File: config.mk
export PLATFORM = sky130hd
export DESIGN_NAME = btn_filter
export DESIGN_NICKNAME = d
export VERILOG_FILES = /design/src/rtl/btn_filter_pkg.sv /design/src/rtl/btn_filter_tick.sv /design/src/rtl/btn_filter_sync.sv /design/src/rtl/btn_filter_vote.sv /design/src/rtl/btn_filter_edge.sv /design/src/rtl/btn_filter.sv
export SDC_FILE = /design/constraint.sdc
export NUM_CORES = 1
export LEC_CHECK = 0
export BUFFER_PORTS_ARGS = -buffer_cell sky130_fd_sc_hd__buf_2
export CAP_MARGIN = 5
export CELL_PAD_IN_SITES_DETAIL_PLACEMENT = 0
export CELL_PAD_IN_SITES_GLOBAL_PLACEMENT = 1
export CORE_MARGIN = 3
export CORE_UTILIZATION = 30
export DETAILED_ROUTE_END_ITERATION = 16
export GPL_TIMING_DRIVEN = 1
export PLACE_DENSITY_LB_ADDON = 0.1
export SLEW_MARGIN = 40
export SYNTH_ARGS = -nofsm -noshare
export SYNTH_HDL_FRONTEND = slang
export SYNTH_HIERARCHICAL = 1
export SYNTH_SLANG_ARGS = --single-unit
File: constraint.sdc
create_clock -name clk_i -period 3 [get_ports clk_i]
set_clock_uncertainty 0.2 [all_clocks]
set_input_delay 0.3 -clock clk_i [delete_from_list [all_inputs] [get_ports clk_i]]
set_output_delay 0.3 -clock clk_i [all_outputs]
set_load 0.05 [all_outputs]
File: src/rtl/btn_filter_pkg.sv
package btn_filter_pkg;

   // Command to the holding register derived from the sample chain
   typedef struct packed {
      logic set;
      logic clr;
   } hold_cmd_t;

   typedef enum logic [1:0] {
      HOLD_KEEP = 2'b00,
      HOLD_CLR  = 2'b01,
      HOLD_SET  = 2'b10
   } hold_op_e;

   function automatic hold_op_e hold_decode(input hold_cmd_t cmd);
      if (cmd.set && !cmd.clr)      return HOLD_SET;
      else if (cmd.clr && !cmd.set) return HOLD_CLR;
      else                          return HOLD_KEEP;
   endfunction

endpackage

File: src/rtl/btn_filter_tick.sv
module btn_filter_tick #(
   parameter int unsigned TICK = 8
) (
   input  logic clk_i,
   input  logic rst_i,
   output logic strobe_o
);
   localparam int unsigned CW = (TICK > 1) ? $clog2(TICK) : 1;

   generate
      if (TICK < 1) begin : g_bad
         $error("btn_filter_tick: TICK must be at least 1");
      end
      if (TICK == 1) begin : g_every
         assign strobe_o = 1'b1;
      end else begin : g_count
         logic [CW-1:0] cnt_q;
         logic          wrap;

         assign wrap = (cnt_q == CW'(TICK - 1));

         always_ff @(posedge clk_i) begin
            if (rst_i)      cnt_q <= '0;
            else if (wrap)  cnt_q <= '0;
            else            cnt_q <= cnt_q + 1'b1;
         end

         assign strobe_o = wrap;
      end
   endgenerate

endmodule

File: src/rtl/btn_filter_sync.sv
module btn_filter_sync #(
   parameter int unsigned STAGES = 2
) (
   input  logic clk_i,
   input  logic rst_i,
   input  logic d_i,
   output logic q_o
);
   logic [STAGES-1:0] stg_q;

   generate
      if (STAGES < 2) begin : g_bad
         $error("btn_filter_sync: STAGES must be at least 2");
      end
      for (genvar i = 0; i < STAGES; i++) begin : g_stage
         if (i == 0) begin : g_first
            always_ff @(posedge clk_i) begin
               if (rst_i) stg_q[0] <= 1'b0;
               else       stg_q[0] <= d_i;
            end
         end else begin : g_next
            always_ff @(posedge clk_i) begin
               if (rst_i) stg_q[i] <= 1'b0;
               else       stg_q[i] <= stg_q[i-1];
            end
         end
      end
   endgenerate

   assign q_o = stg_q[STAGES-1];

endmodule

File: src/rtl/btn_filter_vote.sv
module btn_filter_vote
   import btn_filter_pkg::*;
#(
   parameter int unsigned AGREE_N = 2
) (
   input  logic               clk_i,
   input  logic               rst_i,
   input  logic               strobe_i,
   input  logic               sample_i,
   output logic [AGREE_N-1:0] chain_o,
   output logic               level_o
);
   logic [AGREE_N-1:0] chain_q;
   hold_cmd_t          cmd;
   logic               level_q;

   generate
      if (AGREE_N < 2) begin : g_bad
         $error("btn_filter_vote: AGREE_N must be at least 2");
      end
   endgenerate

   // Shift chain advances only on strobe cycles
   always_ff @(posedge clk_i) begin
      if (rst_i)         chain_q <= '0;
      else if (strobe_i) chain_q <= {chain_q[AGREE_N-2:0], sample_i};
   end

   // Unanimous-vote set/reset command
   always_comb begin
      cmd.set = &chain_q;
      cmd.clr = ~|chain_q;
   end

   always_ff @(posedge clk_i) begin
      if (rst_i) begin
         level_q <= 1'b0;
      end else begin
         unique case (hold_decode(cmd))
            HOLD_SET: level_q <= 1'b1;
            HOLD_CLR: level_q <= 1'b0;
            default:  level_q <= level_q;
         endcase
      end
   end

   assign chain_o = chain_q;
   assign level_o = level_q;

endmodule

File: src/rtl/btn_filter_edge.sv
module btn_filter_edge (
   input  logic clk_i,
   input  logic rst_i,
   input  logic level_i,
   output logic pulse_o
);
   logic prev_q;
   logic pulse_q;

   always_ff @(posedge clk_i) begin
      if (rst_i) begin
         prev_q  <= 1'b0;
         pulse_q <= 1'b0;
      end else begin
         prev_q  <= level_i;
         pulse_q <= level_i & ~prev_q;
      end
   end

   assign pulse_o = pulse_q;

endmodule

File: src/rtl/btn_filter.sv
module btn_filter #(
   parameter int unsigned CLK_HZ      = 50_000_000,
   parameter int unsigned SAMPLE_US   = 8000,
   parameter int unsigned AGREE_N     = 2,
   parameter int unsigned SYNC_STAGES = 2
) (
   input  logic clk_i,
   input  logic rst_i,
   input  logic key_raw_i,
   output logic key_level_o,
   output logic press_pulse_o
);
   localparam int unsigned CYC_PER_US  = CLK_HZ / 1_000_000;
   localparam int unsigned TICK_CYCLES = CYC_PER_US * SAMPLE_US;

   generate
      if (CLK_HZ < 1_000_000) begin : g_bad_clk
         $error("btn_filter: CLK_HZ must be at least 1 MHz");
      end
      if (SAMPLE_US < 1) begin : g_bad_period
         $error("btn_filter: SAMPLE_US must be at least 1");
      end
   endgenerate

   logic               strobe;
   logic               key_sync;
   logic [AGREE_N-1:0] chain;
   logic               level;

   btn_filter_tick #(.TICK(TICK_CYCLES)) tick_i (
      .clk_i    (clk_i),
      .rst_i    (rst_i),
      .strobe_o (strobe)
   );

   btn_filter_sync #(.STAGES(SYNC_STAGES)) sync_i (
      .clk_i (clk_i),
      .rst_i (rst_i),
      .d_i   (key_raw_i),
      .q_o   (key_sync)
   );

   btn_filter_vote #(.AGREE_N(AGREE_N)) vote_i (
      .clk_i    (clk_i),
      .rst_i    (rst_i),
      .strobe_i (strobe),
      .sample_i (key_sync),
      .chain_o  (chain),
      .level_o  (level)
   );

   btn_filter_edge edge_i (
      .clk_i   (clk_i),
      .rst_i   (rst_i),
      .level_i (level),
      .pulse_o (press_pulse_o)
   );

   assign key_level_o = level;

endmodule

Yosys cells after proc, flatten, opt, wreduce, memory -nomap -nowiden
Index checks and enable logic that the tools add are counted.
{ "op_classes": {"n_reduce_logical": 8, "bitwise": 2, "add_sub_neg": 1, "n_div": 0, "mux": 4, "n_shift": 0, "order_cmp": 0, "eq_ne": 3, "n_mul": 0} }
{ "ops": {"columns": ["cell", "count"], "rows": [
  ["$add A19 B1 Y19 const B", 1],
  ["$eq A19 B19 Y1 const B", 1],
  ["$mux W2", 2],
  ["$reduce_or A2 Y1", 2],
  ["$eq A2 B1 Y1 const B", 1],
  ["$eq A2 B2 Y1 const B", 1],
  ["$logic_and A1 B1 Y1", 2],
  ["$logic_not A1 Y1", 2],
  ["$pmux W1 S2", 1],
  ["$reduce_and A2 Y1", 1],
  ["$reduce_bool A2 Y1", 1],
  ["$and A1 B1 Y1", 1],
  ["$mux W1", 1],
  ["$not A1 Y1", 1]
]} }
{ "word_totals": {"reg_bits": 26, "latch_bits": 0, "output_inout_bits": 2, "mem_bits_rw": 0, "romBits": 0, "n_memories": 0, "wordCells": 25} }

Longest topological paths before layout
Gate-level depths: netlist (run 1).
{ "logic_depth": {"depth_word": 8, "depth_mapped": 6, "ltp_nobuf": 6} }

By module
The synthesis (run 1) kept the hierarchy.
{ "by_module_without_submodules": {"columns": ["module", "area_each_um2", "cells_each", "n_inst", "seq_area_each_um2"], "rows": [
  ["btn_filter_tick", 897.1, 100, 1, 380.4],
  ["btn_filter_vote", 126.4, 13, 1, 60.1],
  ["btn_filter_edge", 58.8, 4, 1, 40.0],
  ["btn_filter_sync", 52.6, 4, 1, 40.0]
]} }

Worst setup path before layout (run 1)
OpenSTA, ideal clock, no wires.
{ "synth_path": {"path_kind": "register to register", "from": "register tick_i.g_count.cnt_q[0]", "to": "register tick_i.g_count.cnt_q[14]", "t_required_ns": 2.685, "period_less_slack_ns": 2.083, "path_slack_ns": 0.917, "stages_incl_launch_ff": 7, "n_path_buf": 1, "arrival_time_ns": 1.768, "cell_sequence": "dfxtp_1 > ha_1 > nand4_4 > or2_4 > o41ai_4 > buf_6 > nor2_1"} }
{ "synth_via": {"elab_chain_len": 2, "elab_cells_between_ends": 3} }
{ "synth_rtl": {"columns": ["element", "line_no", "rtl"], "rows": [
  ["start: declaration", "btn_filter_tick.sv:17", "logic [CW-1:0] cnt_q;"],
  ["start signal: assignment", "btn_filter_tick.sv:25", "else cnt_q <= cnt_q + 1'b1;"],
  ["parallel branches: the longest is 2 deep, another holds $add A19 B1 Y19", null, null]
]} }
Several ways; the timed one is not identified.
A chain may end at the register's enable or synchronous reset.

Worst setup path after layout (run 1)
{ "layout_path": {"from": "register tick_i.g_count.cnt_q[0]", "to": "register tick_i.g_count.cnt_q[8]"} }
The elaborated chain is that of the path after synthesis.

==> results of run 1 <==
[through the flow]
step / instances / instance area, um^2 / power, W
after CTS: 175 / 1280 / 0.000671
final: 175 / 1280 / 0.000658
after floorplan: 121 / 1130 / 0.000373
after global routing: 175 / 1280 / 0.000691
after global placement: 171 / 1210 / 0.000379
after detailed placement: 171 / 1210 / 0.000379
[cells in the mapped netlist, types with 2 or more instances]
| cell | instances | area [um^2] |
|---|---|---|
| xnor2_1 | 12 | 105 |
| nand2_1 | 6 | 22.5 |
| mux2i_1 | 2 | 20.0 |
| o21ai_0 | 2 | 10.0 |
| nand3_1 | 5 | 25.0 |
| xor2_1 | 2 | 17.5 |
| ha_1 | 2 | 25.0 |
| or3_1 | 2 | 12.5 |
| dfxtp_1 | 26 | 521 |
| nor3_1 | 3 | 15.0 |
| nand4_1 | 5 | 31.3 |
| inv_1 | 6 | 22.5 |
| or2_2 | 2 | 12.5 |
| nor4_1 | 5 | 31.3 |
| nor2b_1 | 3 | 18.8 |
| a21oi_1 | 3 | 15.0 |
| nor2_1 | 21 | 78.8 |
[critical path, delay by kind of cell, from the launching register on]
family | cells | cell delay, ps
AOI/OAI and AO/OA | 1 | 570
DFF | 1 | 400
and+or+nand+nor | 3 | 480
buffers and inverters | 1 | 280
adders and majority gates | 1 | 300
[flip-flops by register name, summed over array words and instances, names as in the netlist]
| register | count |
|---|---|
| edge_i/prev_q | 1 |
| edge_i/pulse_o | 1 |
| sync_i/q_o | 1 |
| sync_i/stg_q | 1 |
| tick_i/g_count.cnt_q | 19 |
| vote_i/chain_o | 2 |
| vote_i/level_o | 1 |
[metal layers]
layer  routed length, um  vias up  track usage [%]
li1                    -      432                -
met1                1020      384             14.9
met2                 887        7             15.6
met3                  53        4             2.16
met4                  22        0             3.80
met5                   0        -                0
[kinds of logic after synthesis]
logic type / after synthesis
buffers and inverters: 8
and+or+nand+nor: 61
muxes: 2
adders and majority gates: 2
AOI/OAI and AO/OA: 8
xor gates and xnor gates: 14
DFF: 26
[power by group through the flow]
| stage | Combinational, W | Sequential, W | Clock, W |
|---|---|---|---|
| global route | 0.0000202 | 0.000354 | 0.000317 |
| finish | 0.0000173 | 0.000353 | 0.000287 |
| global placement | 0.0000180 | 0.000361 | 0 |
| CTS | 0.0000178 | 0.000353 | 0.000300 |
| detailed placement | 0.0000177 | 0.000361 | 0 |
| floorplan | 0.0000126 | 0.000361 | 0 |
[final timing paths]
kind	startpoint	endpoint
max reg2reg	tick_i/g_count.cnt_q[0]$_SDFF_PP0_	tick_i/g_count.cnt_q[8]$_SDFF_PP0_
min reg2reg	edge_i/prev_q$_SDFF_PP0_	edge_i/pulse_o$_SDFF_PP0_
min	key_raw_i	sync_i/stg_q[0]$_SDFF_PP0_
max	tick_i/g_count.cnt_q[0]$_SDFF_PP0_	tick_i/g_count.cnt_q[8]$_SDFF_PP0_
[final cells by class]
cell class                 instances  area share [%]
sequential                        26            40.6
multi-input combinational         87            44.9
tap                               46            4.49
timing repair buffer               6            2.73
clock inverter                     1            2.34
inverter                           6            1.76
clock buffer                       3            3.22
==> impl_metrics.json, run 1 <==
{
  "track_usage_pct": 10.5,
  "yosysSeqAreaShare_pct": 45.9,
  "synthSimpleGateAreaFrac_pct": 29.9,
  "min_path_type": "in -> reg",
  "synthFlopType": "dfxtp_1",
  "synth_nets": 126,
  "ir_worst_vdd_v": 0.000181,
  "fmax_mhz": 429,
  "core_um2": 3490,
  "clk_transition_reported_paths_ps": 90,
  "critPathKind": "reg -> reg",
  "cts_htree_levels": 1,
  "hpwl_mm": 1.47,
  "synthArstFlopShare_pct": 0,
  "fin_util_pct": 36.7,
  "cts_setup_buffers": 0,
  "clkPwrFrac_pct": 43.6,
  "tns_ps": 0,
  "drv_cap": 0,
  "fin_crit_ps": 2330,
  "rows": 21,
  "fillers": 366,
  "cp.arrival_ps": 2300,
  "yosysWarnings": 6,
  "routedWlPerCell_um": 11.3,
  "critPathCaptureType": "flop",
  "cts_max_path_buffers": 2,
  "maxSlewViolCount": 0,
  "worstMarginPinSlew_ps": 608,
  "grt_pass1_vias": 790,
  "setup_slack_ps": 671,
  "powerDensity_nw_per_um2": 513,
  "ant_nets": 0,
  "cts_resized": 0,
  "cts_root_buf": "clkbuf_8",
  "pre_cts_slack_ps": 626,
  "vias": 827,
  "setup_viol": 0,
  "area_delta_synth_final_pct": 13.0,
  "gp_congestion": 0.730,
  "internal-power_w": 0.000535,
  "final.period_utilization_pct": 77.6,
  "synth_mux_area_share_pct": 1.76,
  "grt_max_degree": 16,
  "synth_top_family_by_area": "simple AND/OR/NAND/NOR gates",
  "ioPinCount": 5,
  "via_per_inst": 4.73,
  "layout_commonest_cell": "dfxtp_1",
  "drt_iter0_markers": 12,
  "firstDrtPassIters": 3,
  "r2r_slack_ps": 670,
  "finalHoldViolCount": 0,
  "ff2ff_path_depth": 6,
  "antenna_found_initial": 0,
  "cts_tree": "done",
  "final_cell_mix": "dfxtp_1, nor2_1, xnor2_1",
  "status": "completed",
  "holdWs_ps": 37.5,
  "drive_gt1_share_pct": 14.7,
  "overflow": 0,
  "synth_compound_area_share_pct": 6.06,
  "p_leak_nw": 0.445,
  "synthAdderAreaFrac_pct": 2.21,
  "synthXorXnorAreaFrac_pct": 10.8,
  "netlist_area_um2": 1130,
  "p_comb_share_pct": 2.6,
  "cts.sinks": 26,
  "cts_buffers": 3,
  "ff_latch_area_um2": 520,
  "synth-edff-count": 0,
  "port_buffers": 4,
  "die_w_um": 67.5,
  "grt_first_pass_wirelength_mm": 3.62,
  "cp-start-kind": "flop",
  "rsz0062_at_grt": "no",
  "die_area_um2": 4560,
  "path_cells": "ha_1 -> nand4_4 -> or2_4 -> o41ai_4 -> buf_4 -> nor2_1",
  "multi_input_area_um2": 576,
  "seqPwrFrac_pct": 53.7,
  "p_sw_share_pct": 18.6,
  "power.switching_w": 0.000123,
  "die_h_um": 67.5,
  "ctsHoldBuffers": 0,
  "hold_path_depth": 2,
  "synth_seq_cells": 26,
  "cp_data_required_time_ps": 2970,
  "crit_fanout": 11,
  "route.detailed.drc": 0,
  "insertion_delay_ps": 270,
  "start_util_pct": 32.5,
  "cp_slowest_cell": "o41ai_4",
  "num_antenna_cells": 0,
  "synthesis.instances": 121,
  "slowest_delay_ps": 570,
  "drt-total-wl_mm": 1.98,
  "slew-limit-headroom_pct": 59.1,
  "avgSynthCellArea_um2": 9.38,
  "fin_nets": 135,
  "synth_cell_types": 31
}
Note: power is estimated with default switching activity, not from simulation.
==> run 2: changes to the inputs <==
Settings changed: ABC_AREA set to 1.
Clock period 3 ns to 2.1 ns, I/O delays scaled along.
==> run 2 against run 1 <==
  * Utilization is 1.3 points lower
  * Global-route usage is 0.48 points higher
  * Critical endpoint is now tick_i/g_count.cnt_q[16]$_SDFF_PP0_
  * Clock power is 14% higher
  * Highest routed layer unchanged
  * Non-clock buffer count is 1 higher
==> impl_metrics.json, run 2 <==
{
  "status": "completed",
  "yosysTopAreaCellShare_pct": 40.0,
  "die_w_um": 71.8,
  "critPathKind": "reg -> reg",
  "synth_seq_cells": 26,
  "maxSlewViolCount": 0,
  "gp_congestion": 0.734,
  "antenna_found_initial": 0,
  "cts_htree_levels": 1,
  "synth-edff-count": 0,
  "hpwl_mm": 1.90,
  "setup_viol": 0,
  "firstDrtPassIters": 4,
  "min_path_type": "reg -> reg",
  "slew-limit-headroom_pct": 81.0,
  "insertion_delay_ps": 270,
  "tns_ps": 0,
  "ioPinCount": 5,
  "cts_buffers": 3,
  "fmax_mhz": 583,
  "fin_nets": 196,
  "rows": 23,
  "synth_nets": 185,
  "fin_util_pct": 35.4,
  "route.detailed.drc": 0,
  "largest_reg_flops": 19,
  "synthFlopType": "dfxtp_1",
  "fin_crit_ps": 1710,
  "cp_data_required_time_ps": 2060,
  "layout_commonest_cell": "nand2_1",
  "cts_tree": "done",
  "drt_iter0_markers": 27,
  "crit_fanout": 18,
  "synthArstFlopShare_pct": 0,
  "routedWlPerCell_um": 10.3,
  "drv_cap": 0,
  "avgSynthCellArea_um2": 7.22,
  "met2_usage_pct": 18.1,
  "cp.arrival_ps": 1670,
  "cts_resized": 0,
  "area_delta_synth_final_pct": 11.4,
  "port_buffers": 4,
  "grt_use_met1_pct": 13.8,
  "track_usage_pct": 11.0,
  "die_area_um2": 5160,
  "final_cell_mix": "nand2_1, dfxtp_1, inv_1",
  "rsz0062_at_grt": "no",
  "grt_max_degree": 19,
  "netlist_area_um2": 1300,
  "busiest_layer": "met2",
  "yosysSeqAreaShare_pct": 40.0,
  "drt-total-wl_mm": 2.47,
  "ir_worst_vdd_v": 0.000224,
  "worstMarginPinSlew_ps": 284,
  "synth_top_cell_by_area": "dfxtp_1",
  "yosys-top-cells-area": "dfxtp_1, nand2_1, nor2_2",
  "use_met3_pct": 1.82,
  "die_h_um": 71.8,
  "overflow": 0,
  "cts_max_path_buffers": 2,
  "start_util_pct": 31.8,
  "via_per_inst": 4.42,
  "clk_transition_reported_paths_ps": 90,
  "cp-start-kind": "flop",
  "ant_nets": 0,
  "p_leak_nw": 0.544,
  "synth_cell_types": 21,
  "final.period_utilization_pct": 81.6,
  "cts.sinks": 26,
  "num_antenna_cells": 0,
  "cts_setup_buffers": 0,
  "grt_pass1_vias": 1074,
  "synthesis.instances": 180,
  "top_register": "tick_i/g_count.cnt_q",
  "core_um2": 4090,
  "netlist_top_cells_count": "nand2_1, dfxtp_1, inv_1, nor2_1, nor2_2",
  "yosysWarnings": 6,
  "powerDensity_nw_per_um2": 599,
  "yosysMostFrequentCell": "nand2_1",
  "critPathCaptureType": "flop",
  "finalHoldViolCount": 0,
  "vias": 1060,
  "fillers": 463,
  "cts_root_buf": "clkbuf_8",
  "drive_gt1_share_pct": 18.9,
  "grt_first_pass_wirelength_mm": 4.53
}
## run 2: where the power goes
group,total (W),switching [W],internal (W)
Combinational,0.0000340,0.0000200,0.0000140
Sequential,0.000505,0.00000531,0.000499
Clock,0.000328,0.000160,0.000168
Total,0.000866,0.000185,0.000681
## run 2: timing repair
item                                   CTS  global route
setup endpoints to repair                0             0
endpoints found under the hold margin    2             0
hold buffers                             3             0
## run 2: worst paths after layout
check / slack (ps) / end / cells after the start / from
max: 390 / tick_i/g_count.cnt_q[16]$_SDFF_PP0_ / 6 / tick_i/g_count.cnt_q[0]$_SDFF_PP0_
min: 200 / edge_i/pulse_o$_SDFF_PP0_ / 1 / edge_i/prev_q$_SDFF_PP0_
max reg2reg: 390 / tick_i/g_count.cnt_q[16]$_SDFF_PP0_ / 6 / tick_i/g_count.cnt_q[0]$_SDFF_PP0_
min reg2reg: 200 / edge_i/pulse_o$_SDFF_PP0_ / 1 / edge_i/prev_q$_SDFF_PP0_
## run 2: cells by family after synthesis
kind of cell    synth area share, %
buf+inv                        9.34
xor+xnor                       4.72
simple gates                   39.8
compound gates                 4.23
flops                          40.0
fa+ha+maj                      1.92
## run 2: per-stage QoR
step                hold WS [ps]  std cells  setup slack (ps)  power (W)  cell area (um^2)
global route                 226        240               223   0.000898              1450
finish                       201        240               385   0.000866              1450
global placement             187        233               416   0.000547              1360
detailed placement           191        233               392   0.000547              1360
floorplan                   81.2        180               539   0.000543              1300
CTS                          204        240               373   0.000886              1450
## run 2: per-layer routing
metal | part of all wire, % | vias to the layer above
li1 | - | 573
met1 | 50 | 470
met2 | 46 | 11
met3 | 2.3 | 6
met4 | 2.0 | 0
met5 | 0 | -
## run 2: final cells by class
cell class | count | area (um^2) | area share [%]
flip-flops and latches | 26 | 520 | 36.0
inverters | 27 | 101 | 7.00
well taps | 50 | 62.6 | 4.32
clock buffers | 4 | 55.1 | 3.80
repair buffers | 7 | 50.0 | 3.46
multi-input cells | 126 | 658 | 45.5
## run 2: critical path: stages (launching register included)
cell and delay (ps):
dfxtp_1 390, ha_1 240, nand3_2 130, nor2_4 160
nand3_2 140, nand2_4 260, a21oi_1 70
==> run 3: changes to the inputs <==
Clock period 2.1 ns to 1.6 ns, I/O delays scaled along.
==> run 3 against run 2 <==
  * Wire length increased by 8.7%
  * Cell count rose by 5.0%
  * Utilization is 4.0 points higher
  * First-iteration DRC count is 93% higher
  * Critical endpoint is now vote_i/chain_o[1]$_SDFFE_PP0P_
  * Sequential cell count is the same
  * Largest power group unchanged
  * Register-to-register slack got worse by 300 ps
  * Critical path type unchanged
  * Power is 46% higher
  * Design area is 11% higher
  * Highest routed layer unchanged
  * Via count up 6.2%
  * Combinational power is 81% higher
  * Sequential share of layout area decreased by 3.2 points
  * Non-clock buffer count is 10 higher
==> impl_metrics.json, run 3 (same netlist as run 2, synthesis figures left out) <==
{
  "route.detailed.drc": 0,
  "slowest_delay_ps": 370,
  "vias": 1126,
  "p_leak_nw": 0.618,
  "min_from": "edge_i/prev_q$_SDFF_PP0_",
  "core_um2": 4090,
  "fin_crit_ps": 1510,
  "die_h_um": 71.8,
  "cp.arrival_ps": 1490,
  "cts.sinks": 26,
  "dp_cells": 242,
  "cpMostUsedCell": "nand2_1",
  "num_antenna_cells": 0,
  "min_path_type": "reg -> reg",
  "grt_pass1_vias": 1043,
  "insertion_delay_ps": 270,
  "critPathKind": "reg -> reg",
  "final_cell_mix": "nand2_1, inv_1, dfxtp_1, nor2_1, nor2_2",
  "crit_fanout": 5,
  "largest_reg_flops": 19,
  "cp_slowest_cell": "dfxtp_4",
  "hold_path_depth": 1,
  "finalHoldViolCount": 0,
  "layout.cells.non_filler": 252,
  "overflow": 0,
  "cts_tree": "done",
  "cp-start-kind": "flop",
  "via_per_inst": 4.47,
  "antenna_found_initial": 0,
  "port_buffers": 4,
  "die_w_um": 71.8,
  "cts_buffers": 3,
  "final.period_utilization_pct": 94.6,
  "fillers": 449,
  "fin_util_pct": 39.4,
  "ir_worst_vdd_v": 0.000385,
  "grt_first_pass_wirelength_mm": 4.66,
  "r2r-start": "tick_i/g_count.cnt_q[1]$_SDFF_PP0_",
  "fmax_mhz": 660,
  "start_util_pct": 31.8,
  "rows": 23,
  "hpwl_mm": 2.03,
  "ant_nets": 0,
  "routedWlPerCell_um": 10.7,
  "setup.worst_path.start": "tick_i/g_count.cnt_q[1]$_SDFF_PP0_",
  "powerDensity_nw_per_um2": 787,
  "gp_congestion": 0.723,
  "firstDrtPassIters": 4,
  "setup_viol": 0,
  "fin_area_um2": 1610,
  "drt-total-wl_mm": 2.69,
  "ioPinCount": 5,
  "tns_ps": 0,
  "grt_max_degree": 16,
  "layout_commonest_cell": "nand2_1",
  "slew-limit-headroom_pct": 79.3,
  "top_register": "tick_i/g_count.cnt_q",
  "path_cells": "ha_4 -> nand3_2 -> nor2_4 -> nand3_4 -> inv_4 -> nand2_1 -> nand2_1 -> nor2_2",
  "critPathCaptureType": "flop",
  "die_area_um2": 5160,
  "dpl_cell_area_um2": 1430,
  "track_usage_pct": 11.6,
  "cp_data_required_time_ps": 1570,
  "cts_htree_levels": 1,
  "drv_cap": 0,
  "cts_max_path_buffers": 2,
  "maxSlewViolCount": 0,
  "ff2ff_path_depth": 8,
  "clk_transition_reported_paths_ps": 90,
  "rsz0062_at_grt": "no",
  "area_delta_synth_final_pct": 24.0,
  "status": "completed",
  "fin_nets": 208,
  "p_total_w": 0.00127,
  "worstMarginPinSlew_ps": 310,
  "drive_gt1_share_pct": 27.7,
  "cts_root_buf": "clkbuf_8",
  "drt_iter0_markers": 52
}
==> run 3: where the power goes <==
group	switching [W]	internal [W]	total [W]
Clock	0.000208	0.000335	0.000543
Combinational	0.0000332	0.0000281	0.0000614
Sequential	0.00000785	0.000656	0.000664
Total	0.000249	0.00102	0.00127
==> run 3: worst paths after layout <==
check	to	slack, ps
worst max-delay path	vote_i/chain_o[1]$_SDFFE_PP0P_	90
worst max register to register	vote_i/chain_o[1]$_SDFFE_PP0P_	90
worst min register to register	edge_i/pulse_o$_SDFF_PP0_	200
worst min-delay path	edge_i/pulse_o$_SDFF_PP0_	200
==> run 3: what timing repair did <==
item / CTS / global route
endpoints found under the hold margin: 2 / 0
buffers inserted: 0 / 1
pin swaps: 2 / 3
setup endpoints to repair: 18 / 21
gates cloned: 2 / 0
resized for setup: 4 / 11
hold buffers: 3 / 0
==> run 3: layout make-up <==
type / count / area (um^2) / share of cell area [%]
Multi-Input combinational cell: 128 / 721 / 44.7
Tap cell: 50 / 62.6 / 3.88
Timing Repair Buffer: 17 / 125 / 7.76
Clock inverter: 1 / 30.0 / 1.86
Inverter: 27 / 104 / 6.44
Sequential cell: 26 / 528 / 32.8
Clock buffer: 3 / 41.3 / 2.56
==> run 3: per-stage QoR <==
step                      hold slack, ps  setup slack [ps]
after global routing                 220              3.19
after CTS                            204              2.02
after global placement               163              45.3
final                                200              86.0
after detailed placement             176             -39.3
after floorplan                     31.2              39.4
==> run 3: per-layer routing <==
metal | GRT usage (%) | routed length, um | vias to the layer above
met5 | 0 | 0 | -
met4 | 3.76 | 38 | 0
met3 | 2.52 | 75 | 5
met2 | 19.5 | 1270 | 12
met1 | 14.7 | 1310 | 506
li1 | - | - | 603
==> run 3: worst max-delay path, delay by kind of cell (launching register included) <==
kind | cells | cell delay, ps
AND/OR/NAND/NOR | 6 | 580
flip-flops | 1 | 370
adder cells (fa/ha/maj) | 1 | 150
buffers and inverters | 1 | 110
